File: src/rtl/efuse_pkg.sv
package efuse_pkg;
  localparam int ADDR_W   = 10;
  localparam int IDX_W    = 9;
  localparam int CTRL_OFS = 'h040;
  localparam int DATA_OFS = 'h060;
  localparam int MIR_BASE = 'h200;
  localparam logic [7:0] LOCK_KEY = 8'hAC;
  localparam logic [31:0] FUSE_MULT = 32'h0100_0193;

  // control register bit positions
  localparam int IDX_LSB  = 16;
  localparam int KEY_LSB  = 8;
  localparam int FETCH_BIT = 1;

  typedef struct packed {
    logic [IDX_W-1:0] idx;
    logic [7:0]       key;
  } ctrl_t;
endpackage

File: src/rtl/efuse_array.sv
module efuse_array
  import efuse_pkg::*;
#(
  parameter int          WORDS   = 64,
  parameter int          LATENCY = 8,
  parameter logic [31:0] SEED    = 32'h1F2E_3D4C
) (
  input  logic             clk,
  input  logic             rst,
  input  logic             start,
  input  logic [IDX_W-1:0] idx_in,
  output logic             fin,
  output logic [31:0]      word
);
  localparam int CW = (LATENCY > 1) ? $clog2(LATENCY) : 1;

  logic             active;
  logic [CW-1:0]    cnt;
  logic [IDX_W-1:0] idx_q;

  always_ff @(posedge clk) begin
    if (rst) begin
      active <= 1'b0;
      cnt    <= '0;
      idx_q  <= '0;
    end else if (start) begin
      active <= 1'b1;
      cnt    <= CW'(LATENCY - 1);
      idx_q  <= idx_in;
    end else if (active) begin
      if (cnt == '0) active <= 1'b0;
      else           cnt    <= cnt - 1'b1;
    end
  end

  assign fin  = active && (cnt == '0);
  assign word = (idx_q < IDX_W'(WORDS)) ? (SEED ^ (32'(idx_q) * FUSE_MULT)) : 32'h0;
endmodule

File: src/rtl/efuse_cmd.sv
module efuse_cmd
  import efuse_pkg::*;
(
  input  logic        clk,
  input  logic        rst,
  input  logic        wr_ctrl,
  input  logic [31:0] wdata,
  input  logic        fin,
  output logic        start,
  output logic        busy,
  output ctrl_t       ctrl
);
  logic accept;
  logic unused_wbits;

  assign accept = wr_ctrl && !busy;
  assign start  = accept && wdata[FETCH_BIT] && (wdata[KEY_LSB +: 8] == LOCK_KEY);
  assign unused_wbits = ^{wdata[31:IDX_LSB+IDX_W], wdata[KEY_LSB-1:FETCH_BIT+1], wdata[0]};

  always_ff @(posedge clk) begin
    if (rst) begin
      ctrl <= '0;
      busy <= 1'b0;
    end else if (accept) begin
      ctrl.idx <= wdata[IDX_LSB +: IDX_W];
      ctrl.key <= wdata[KEY_LSB +: 8];
      busy     <= start;
    end else if (fin) begin
      busy <= 1'b0;
    end
  end
endmodule

File: src/rtl/efuse_mirror.sv
module efuse_mirror #(
  parameter int WORDS = 64,
  localparam int MW = (WORDS > 1) ? $clog2(WORDS) : 1
) (
  input  logic          clk,
  input  logic          rst,
  input  logic          we,
  input  logic [MW-1:0] waddr,
  input  logic [31:0]   wdata,
  input  logic [MW-1:0] raddr,
  output logic [31:0]   rdata
);
  logic [31:0] mem [WORDS];

  always_ff @(posedge clk) begin
    if (rst) begin
      for (int i = 0; i < WORDS; i++) mem[i] <= '0;
    end else if (we) begin
      mem[waddr] <= wdata;
    end
  end

  assign rdata = mem[raddr];
endmodule

File: src/rtl/efuse_rdout_ctrl.sv
module efuse_rdout_ctrl
  import efuse_pkg::*;
#(
  parameter int          WORDS   = 64,
  parameter int          LATENCY = 8,
  parameter logic [31:0] SEED    = 32'h1F2E_3D4C
) (
  input  logic              clk,
  input  logic              rst,
  input  logic              req_valid,
  input  logic              req_write,
  input  logic [ADDR_W-1:0] req_addr,
  input  logic [31:0]       req_wdata,
  output logic              rsp_ack,
  output logic [31:0]       rsp_rdata
);
  localparam int MW = (WORDS > 1) ? $clog2(WORDS) : 1;
  localparam int MIR_LIMIT = MIR_BASE + 4 * WORDS;

  logic              hit_ctrl, hit_data, hit_mir;
  logic [ADDR_W-1:0] mir_off;
  logic              start, busy, fin, mir_we;
  logic [31:0]       word, mir_rd, data_q, rd_mux;
  ctrl_t             ctrl;
  logic [IDX_W-1:0]  ctrl_idx;
  logic              unused_abits;

  assign hit_ctrl = req_addr[ADDR_W-1:2] == CTRL_OFS[ADDR_W-1:2];
  assign hit_data = req_addr[ADDR_W-1:2] == DATA_OFS[ADDR_W-1:2];
  assign hit_mir  = ({1'b0, req_addr} >= (ADDR_W+1)'(MIR_BASE)) &&
                    ({1'b0, req_addr} <  (ADDR_W+1)'(MIR_LIMIT));
  assign mir_off  = req_addr - ADDR_W'(MIR_BASE);
  assign unused_abits = ^{req_addr[1:0], mir_off};

  efuse_cmd u_cmd (
    .clk(clk), .rst(rst),
    .wr_ctrl(req_valid && req_write && hit_ctrl),
    .wdata(req_wdata), .fin(fin),
    .start(start), .busy(busy), .ctrl(ctrl)
  );

  assign ctrl_idx = ctrl.idx;

  efuse_array #(.WORDS(WORDS), .LATENCY(LATENCY), .SEED(SEED)) u_array (
    .clk(clk), .rst(rst), .start(start),
    .idx_in(req_wdata[IDX_LSB +: IDX_W]),
    .fin(fin), .word(word)
  );

  assign mir_we = fin && (ctrl_idx < IDX_W'(WORDS));

  efuse_mirror #(.WORDS(WORDS)) u_mirror (
    .clk(clk), .rst(rst), .we(mir_we),
    .waddr(ctrl_idx[MW-1:0]), .wdata(word),
    .raddr(mir_off[2 +: MW]), .rdata(mir_rd)
  );

  always_ff @(posedge clk) begin
    if (rst)      data_q <= '0;
    else if (fin) data_q <= word;
  end

  always_comb begin
    rd_mux = '0;
    if (hit_ctrl) begin
      rd_mux[IDX_LSB +: IDX_W] = ctrl.idx;
      rd_mux[KEY_LSB +: 8]     = ctrl.key;
      rd_mux[FETCH_BIT]        = busy;
    end else if (hit_data) begin
      rd_mux = data_q;
    end else if (hit_mir) begin
      rd_mux = mir_rd;
    end
  end

  always_ff @(posedge clk) begin
    if (rst) begin
      rsp_ack   <= 1'b0;
      rsp_rdata <= '0;
    end else begin
      rsp_ack   <= req_valid;
      rsp_rdata <= (req_valid && !req_write) ? rd_mux : 32'h0;
    end
  end
endmodule

File: config.mk
export PLATFORM = sky130hd
export DESIGN_NAME = efuse_rdout_ctrl
export DESIGN_NICKNAME = d
export VERILOG_FILES = /design/src/rtl/efuse_pkg.sv /design/src/rtl/efuse_array.sv /design/src/rtl/efuse_cmd.sv /design/src/rtl/efuse_mirror.sv /design/src/rtl/efuse_rdout_ctrl.sv
export SDC_FILE = /design/constraint.sdc
export NUM_CORES = 2
export LEC_CHECK = 0
export ABC_AREA = 1
export BUFFER_PORTS_ARGS = -buffer_cell sky130_fd_sc_hd__buf_2
export CELL_PAD_IN_SITES_DETAIL_PLACEMENT = 1
export CELL_PAD_IN_SITES_GLOBAL_PLACEMENT = 1
export CORE_AREA = 4 4 430 432
export CTS_BUF_LIST = sky130_fd_sc_hd__clkbuf_2
export CTS_CLUSTER_DIAMETER = 80
export CTS_CLUSTER_SIZE = 20
export DETAILED_ROUTE_END_ITERATION = 16
export DIE_AREA = 0 0 434 436
export GPL_ROUTABILITY_DRIVEN = 0
export HOLD_SLACK_MARGIN = 0.06
export PLACE_DENSITY = 0.79
export SETUP_SLACK_MARGIN = 0.5
export SYNTH_ARGS = -nofsm -noshare
export SYNTH_HDL_FRONTEND = slang
export SYNTH_SLANG_ARGS = --single-unit
File: constraint.sdc
create_clock -name clk -period 5.1 [get_ports clk]
set_clock_uncertainty 0.05 [all_clocks]
set_input_delay 0.255 -clock clk [delete_from_list [all_inputs] [get_ports clk]]
set_output_delay 0.255 -clock clk [all_outputs]
set_load 0.03 [all_outputs]
* Yosys cells after proc, flatten, opt, wreduce, memory -nomap -nowiden
Memory sizes are Yosys's and may differ from the RTL's. Cells that the tools add are included.
Storage, ports and cells: bits of input ports 46, register bits 96, RAM bits 2048, memories 1
Memories:
- u_mirror.mem | depth 64, bits a word 32, read ports 1, clocked after memory_dff 0, write ports 64, RTL line efuse_mirror.sv:13 | logic [31:0] mem [WORDS];
Operators by class: bitwise logic cells 2, equality and inequality tests 4, magnitude comparators 4, $mul 1, reduce and logical (&&, ||, !) cells 18, add/sub/neg operators 2, mux-type cells 21
Operators with widths (number):
- $mux 32 | 4
- $mul 9x25->32 const B | 1
- $reduce_or 32->1 | 1
- $lt 9x7->1 const B | 2
- $mux 17 | 1
- $not 17->17 | 1
- $eq 8x5->1 const B | 2
- $mux 1 | 12
- $ge 10x10->1 const B | 1
- $lt 10x10->1 const B | 1
- $logic_and 1x1->1 | 9
- $mux 3 | 3
- $eq 8x8->1 const B | 1
- $sub 8x1->8 const B | 1
- $mux 6 | 1
- $reduce_bool 2->1 | 2
- $logic_not 3->1 | 1
- $reduce_or 3->1 | 1
- $sub 3x1->3 const B | 1
- $logic_not 1->1 | 2
- $ne 2x2->1 const B | 1
- $reduce_and 2->1 | 1
- $reduce_or 2->1 | 1
- $not 1->1 | 1

* Logic depth before layout (Yosys ltp)
word-level depth 8, mapped depth 19, mapped depth without buffers 16

* Cells and area by module
A second synthesis with hierarchy kept.
Second synthesis, totals: cell total of the unflattened synthesis 10109, area, all modules 97153.2 um^2
By module, submodules not included:
- efuse_mirror | cells each 9294, area an instance 91323.8 um^2, instances 1
- efuse_rdout_ctrl | cells each 368, area an instance 2733.9 um^2, instances 1
- efuse_array | cells each 356, area an instance 2347.3 um^2, instances 1
- efuse_cmd | cells each 91, area an instance 748.2 um^2, instances 1

* Worst setup path before layout
No wires, ideal clock.
path type register to register, from register u_array.idx_q[7], to memory u_mirror.mem[0][18] (data pin), path buffers 3, library setup time 0.257 ns, arrival 3.773 ns, setup slack 1.021 ns, data required time 4.793 ns, cell stages (with the launch flop) 20, cell sequence dfxtp_1 inv_1 clkbuf_1 ha_1 fa_1 inv_1 fa_1 inv_1 ha_1 ha_1 nand2_1 o21ai_0 a21oi_1 nand3b_1 nand2_1 nand2_1 nand3_1 buf_2 buf_2 nor2_1
RTL lines:
- start: declaration | RTL line efuse_array.sv:19 | logic [IDX_W-1:0] idx_q;
- start signal: assignment | RTL line efuse_array.sv:29 | idx_q <= idx_in;
- end: declaration | RTL line efuse_mirror.sv:13

* Worst setup path in the final report
from input port req_addr[2], to register rsp_rdata[28]
On the way: word-level cells in the longest chain between the ends 4
RTL lines:
- start: declaration | RTL line efuse_rdout_ctrl.sv:12 | input logic [ADDR_W-1:0] req_addr,
- $sub 8x1->8 (tied with other cells) | RTL line efuse_rdout_ctrl.sv:32 | assign mir_off = req_addr - ADDR_W'(MIR_BASE);
- $mem_v2 64x32 / $logic_and 1x1->1 (equally long branches)
- $mux 32 | RTL line efuse_rdout_ctrl.sv:71 | end else if (hit_mir) begin
- $mux 32 | RTL line efuse_rdout_ctrl.sv:69 | end else if (hit_data) begin
- end signal: assignment | RTL line efuse_rdout_ctrl.sv:82 | rsp_rdata <= (req_valid && !req_write) ? rd_mux : 32'h0;
- end: declaration | RTL line efuse_rdout_ctrl.sv:15 | output logic [31:0] rsp_rdata
Several ways; a longest one is shown, not always the timed one. A chain may end at the register's enable or synchronous reset.

==> metrics.cfg <==
[outcome]
status=finished clean

[timing]
fin_crit_ns=4.70
max_freq_mhz=213
post-route-period-util_pct=92.2
worst_pin_slew_ns=1.23
report.final.slew_viol_count=0
relSlewSlack_pct=17.5
setup_viol=0
hold_viol=0
hold_slack_ns=0.0424
rsz0062_at_grt=yes
fin_tns_setup_ns=0

[die]
initial_core_util_pct=51.0
die_x_um=434
num_io_pins=79
std_cell_rows=156
die_area_um2=189000
die_y_um=436
core_area_um2=181000

[clocking]
cts.sinks=1949
clkTransAtPathRegs_ns=0.43
ctsRootBufferMaster=clkbuf_2
clk_path_buf_depth=3
htree_levels=3
cts_tree=yes
clock_insertion_delay_worst_skew_ns=1.89
cts_made_buffers=115

[worst_hold_path]
hold_start=req_addr[4]
worstHoldPathCells=6
worstHoldEndpoint=rsp_rdata[2]$_SDFF_PP0_
hold_class=in2reg

[power_and_ir_drop]
clockPowerShare_pct=23.3
sequentialPowerShare_pct=67.0
irDropWorstVdd_mv=0.273
power_frac_comb_pct=9.7
power_density_nw_per_um2=278
leakagePower_nw=41.9
p_sw_w=0.00720
p_sw_share_pct=26.6
intPower_w=0.0198

[yosys]
synthFlopType=edfxtp_1
syn_avg_cell_area_um2=9.03
yosysMostFrequentCell=nor2_1
synth_edf_count=1856
synth_top_cell_by_area=edfxtp_1
synthTopCellsByCount=nor2_1, nand2_1, edfxtp_1
syn-cell-area_um2=92000
yosys_warnings=0
yosysSeqAreaShare_pct=62.6
syn_inst=10200
synth.net_count=10300
yosys-top-cells-area=edfxtp_1, nor2_1, nand2_1, inv_1, nand3_1
synth-seq-cells=1949
yosysUniqueCellTypes=39
synth_top_area_share_pct=60.6
async_reset_ff_share_pct=0

[setup_path]
critPathLaunch=req_addr[2]
ff2ff_path_depth=16
worstPathRequired_ns=6.85
start_kind=primary input
reg2reg_from=u_array.idx_q[7]$_SDFFE_PP0P_
r2r_slack_ns=0.44
worstPathArrival_ns=6.46
end_kind=flop
path_class=in2reg
worstReg2RegEnd=u_mirror.mem[12][11]$_SDFFCE_PN0P_
cp_max_fo=110

[route]
route.detailed.drc=0
routed_wl_um=332000
vias_per_cell=5.91
antenna_left=0
wl_per_cell_um=26.6
firstDrtPassIters=6
dr.first_iter.drc_count=9372
via_count=73600

[global_route]
grt_pass1_vias=74800
grt_pass1_wl_um=480000
grt.overflow.total=0
grt_use_total_pct=34.2
grt_max_degree=120
antenna_found_initial=18

[flow_run]
max_cap_viol_count=0

[cells_and_area]
drive_above_1_share_pct=6.88
n_fill_cell=20700
fin_util_pct=53.9
area_delta_synth_final_pct=5.70
nets=10100

[place]
io_buffers=62
place_hpwl_um=202000

[sequential cells by signal (all words and copies together) (netlist names)]
signal and count:
rsp_rdata 32, u_cmd.busy 1, u_array.active 1, u_mirror.mem 1856
data_q 29, rsp_ack 1, u_array.idx_q 9, u_cmd.ctrl 17
u_array.cnt 3
[placed cells by master, fill, tap and decap left out, types with 7 or more instances in the layout]
cell / count
a21oi_1: 162
buf_12: 55
buf_2: 60
buf_4: 170
bufinv_16: 7
clkbuf_2: 142
clkinv_2: 21
dfxtp_1: 85
diode_2: 8
dlygate4sd3_1: 130
edfxtp_1: 1856
fa_1: 13
ha_1: 47
inv_1: 847
inv_2: 15
inv_6: 7
nand2_1: 2495
nand2_2: 69
nand2_4: 9
nand3_1: 514
nand4_1: 11
nor2_1: 2692
nor2_2: 67
nor3_1: 10
o21ai_0: 429
o21ai_1: 58
o21ai_4: 8
o22ai_1: 17
[routing by layer]
layer / vias to the layer above / global-route usage, % / wire, um
met3: 783 / 6.60 / 32500
met4: 10 / 18.2 / 20200
met1: 37200 / 44.7 / 126000
met5: - / 0 / 66
met2: 3646 / 54.2 / 154000
li1: 32000 / - / -
[cells by family after synthesis]
logic type,Yosys count,share of synthesized area [%]
AO/OA/AOI/OAI,691,3.81
XOR/XNOR,3,0.0286
adder cells (fa/ha/maj),63,0.963
buffers and inverters,1609,7.41
flip-flops,1949,62.6
AND/OR/NAND/NOR,5881,25.2
[final cells by class]
cell class / instances / area (um^2) / share of cell area [%]
inverter: 877 / 3340 / 3.44
timing repair buffer: 425 / 4190 / 4.31
clock inverter: 40 / 454 / 0.467
sequential: 1949 / 57600 / 59.2
clock buffer: 142 / 711 / 0.731
multi-input combinational: 6644 / 28000 / 28.8
antenna: 8 / 20.0 / 0.0206
tap: 2370 / 2970 / 3.05
[worst max-delay path by stage]
stage	to	slack, ns	cells after the start
after global placement	u_mirror.mem[23][17]$_SDFFCE_PN0P_	0.33	15
after floorplan	u_mirror.mem[0][18]$_SDFFCE_PN0P_	1.02	19
final	rsp_rdata[28]$_SDFF_PP0_	0.40	18
after detailed placement	u_mirror.mem[18][17]$_SDFFCE_PN0P_	0.28	15
after CTS	u_mirror.mem[63][17]$_SDFFCE_PN0P_	0.45	15
after global routing	u_mirror.mem[60][19]$_SDFFCE_PN0P_	0.38	17
[power by group through the flow]
stage | registers (W) | clock network (W) | logic, W
2_1_floorplan | 0.0184 | 0 | 0.00144
3_3_place_gp | 0.0184 | 0 | 0.00237
3_5_place_dp | 0.0184 | 0 | 0.00246
4_1_cts | 0.0181 | 0.00630 | 0.00255
5_1_grt | 0.0182 | 0.00690 | 0.00280
6_report | 0.0181 | 0.00630 | 0.00261
[critical path, cell delays in order]
cell and delay (ns):
dlygate4sd3_1 0.58, buf_12 0.44, inv_16 0.20, buf_12 0.43
buf_12 0.19, o21ai_0 0.21, o21ai_1 0.09, a21oi_1 0.11
dlygate4sd3_1 0.57, nand2_1 0.08, dlygate4sd3_1 0.65, nand3_1 0.11
dlygate4sd3_1 0.60, nand2_1 0.05, dlygate4sd3_1 0.55, nand2_1 0.10
a21oi_1 0.09, dlygate4sd3_1 0.59
[per-stage QoR]
stage	power, W	instance area [um^2]	cells	setup slack (ns)
finish	0.0270	97300	12500	0.396
global route	0.0278	97300	12500	0.383
CTS	0.0269	96900	12400	0.448
detailed placement	0.0209	94300	12100	0.275
global placement	0.0208	94300	12100	0.332
floorplan	0.0199	92000	10200	1.02
[timing repair]
item | in CTS | in global routing
cloned | 3 | 6
gates resized for setup | 4 | 42
setup buffers | 6 | 5
pin swaps | 4 | 5
setup endpoints to repair | 79 | 391
hold buffers | 131 | 2
hold endpoints to repair | 531 | 2
Note: power is estimated with default switching activity, not from simulation.
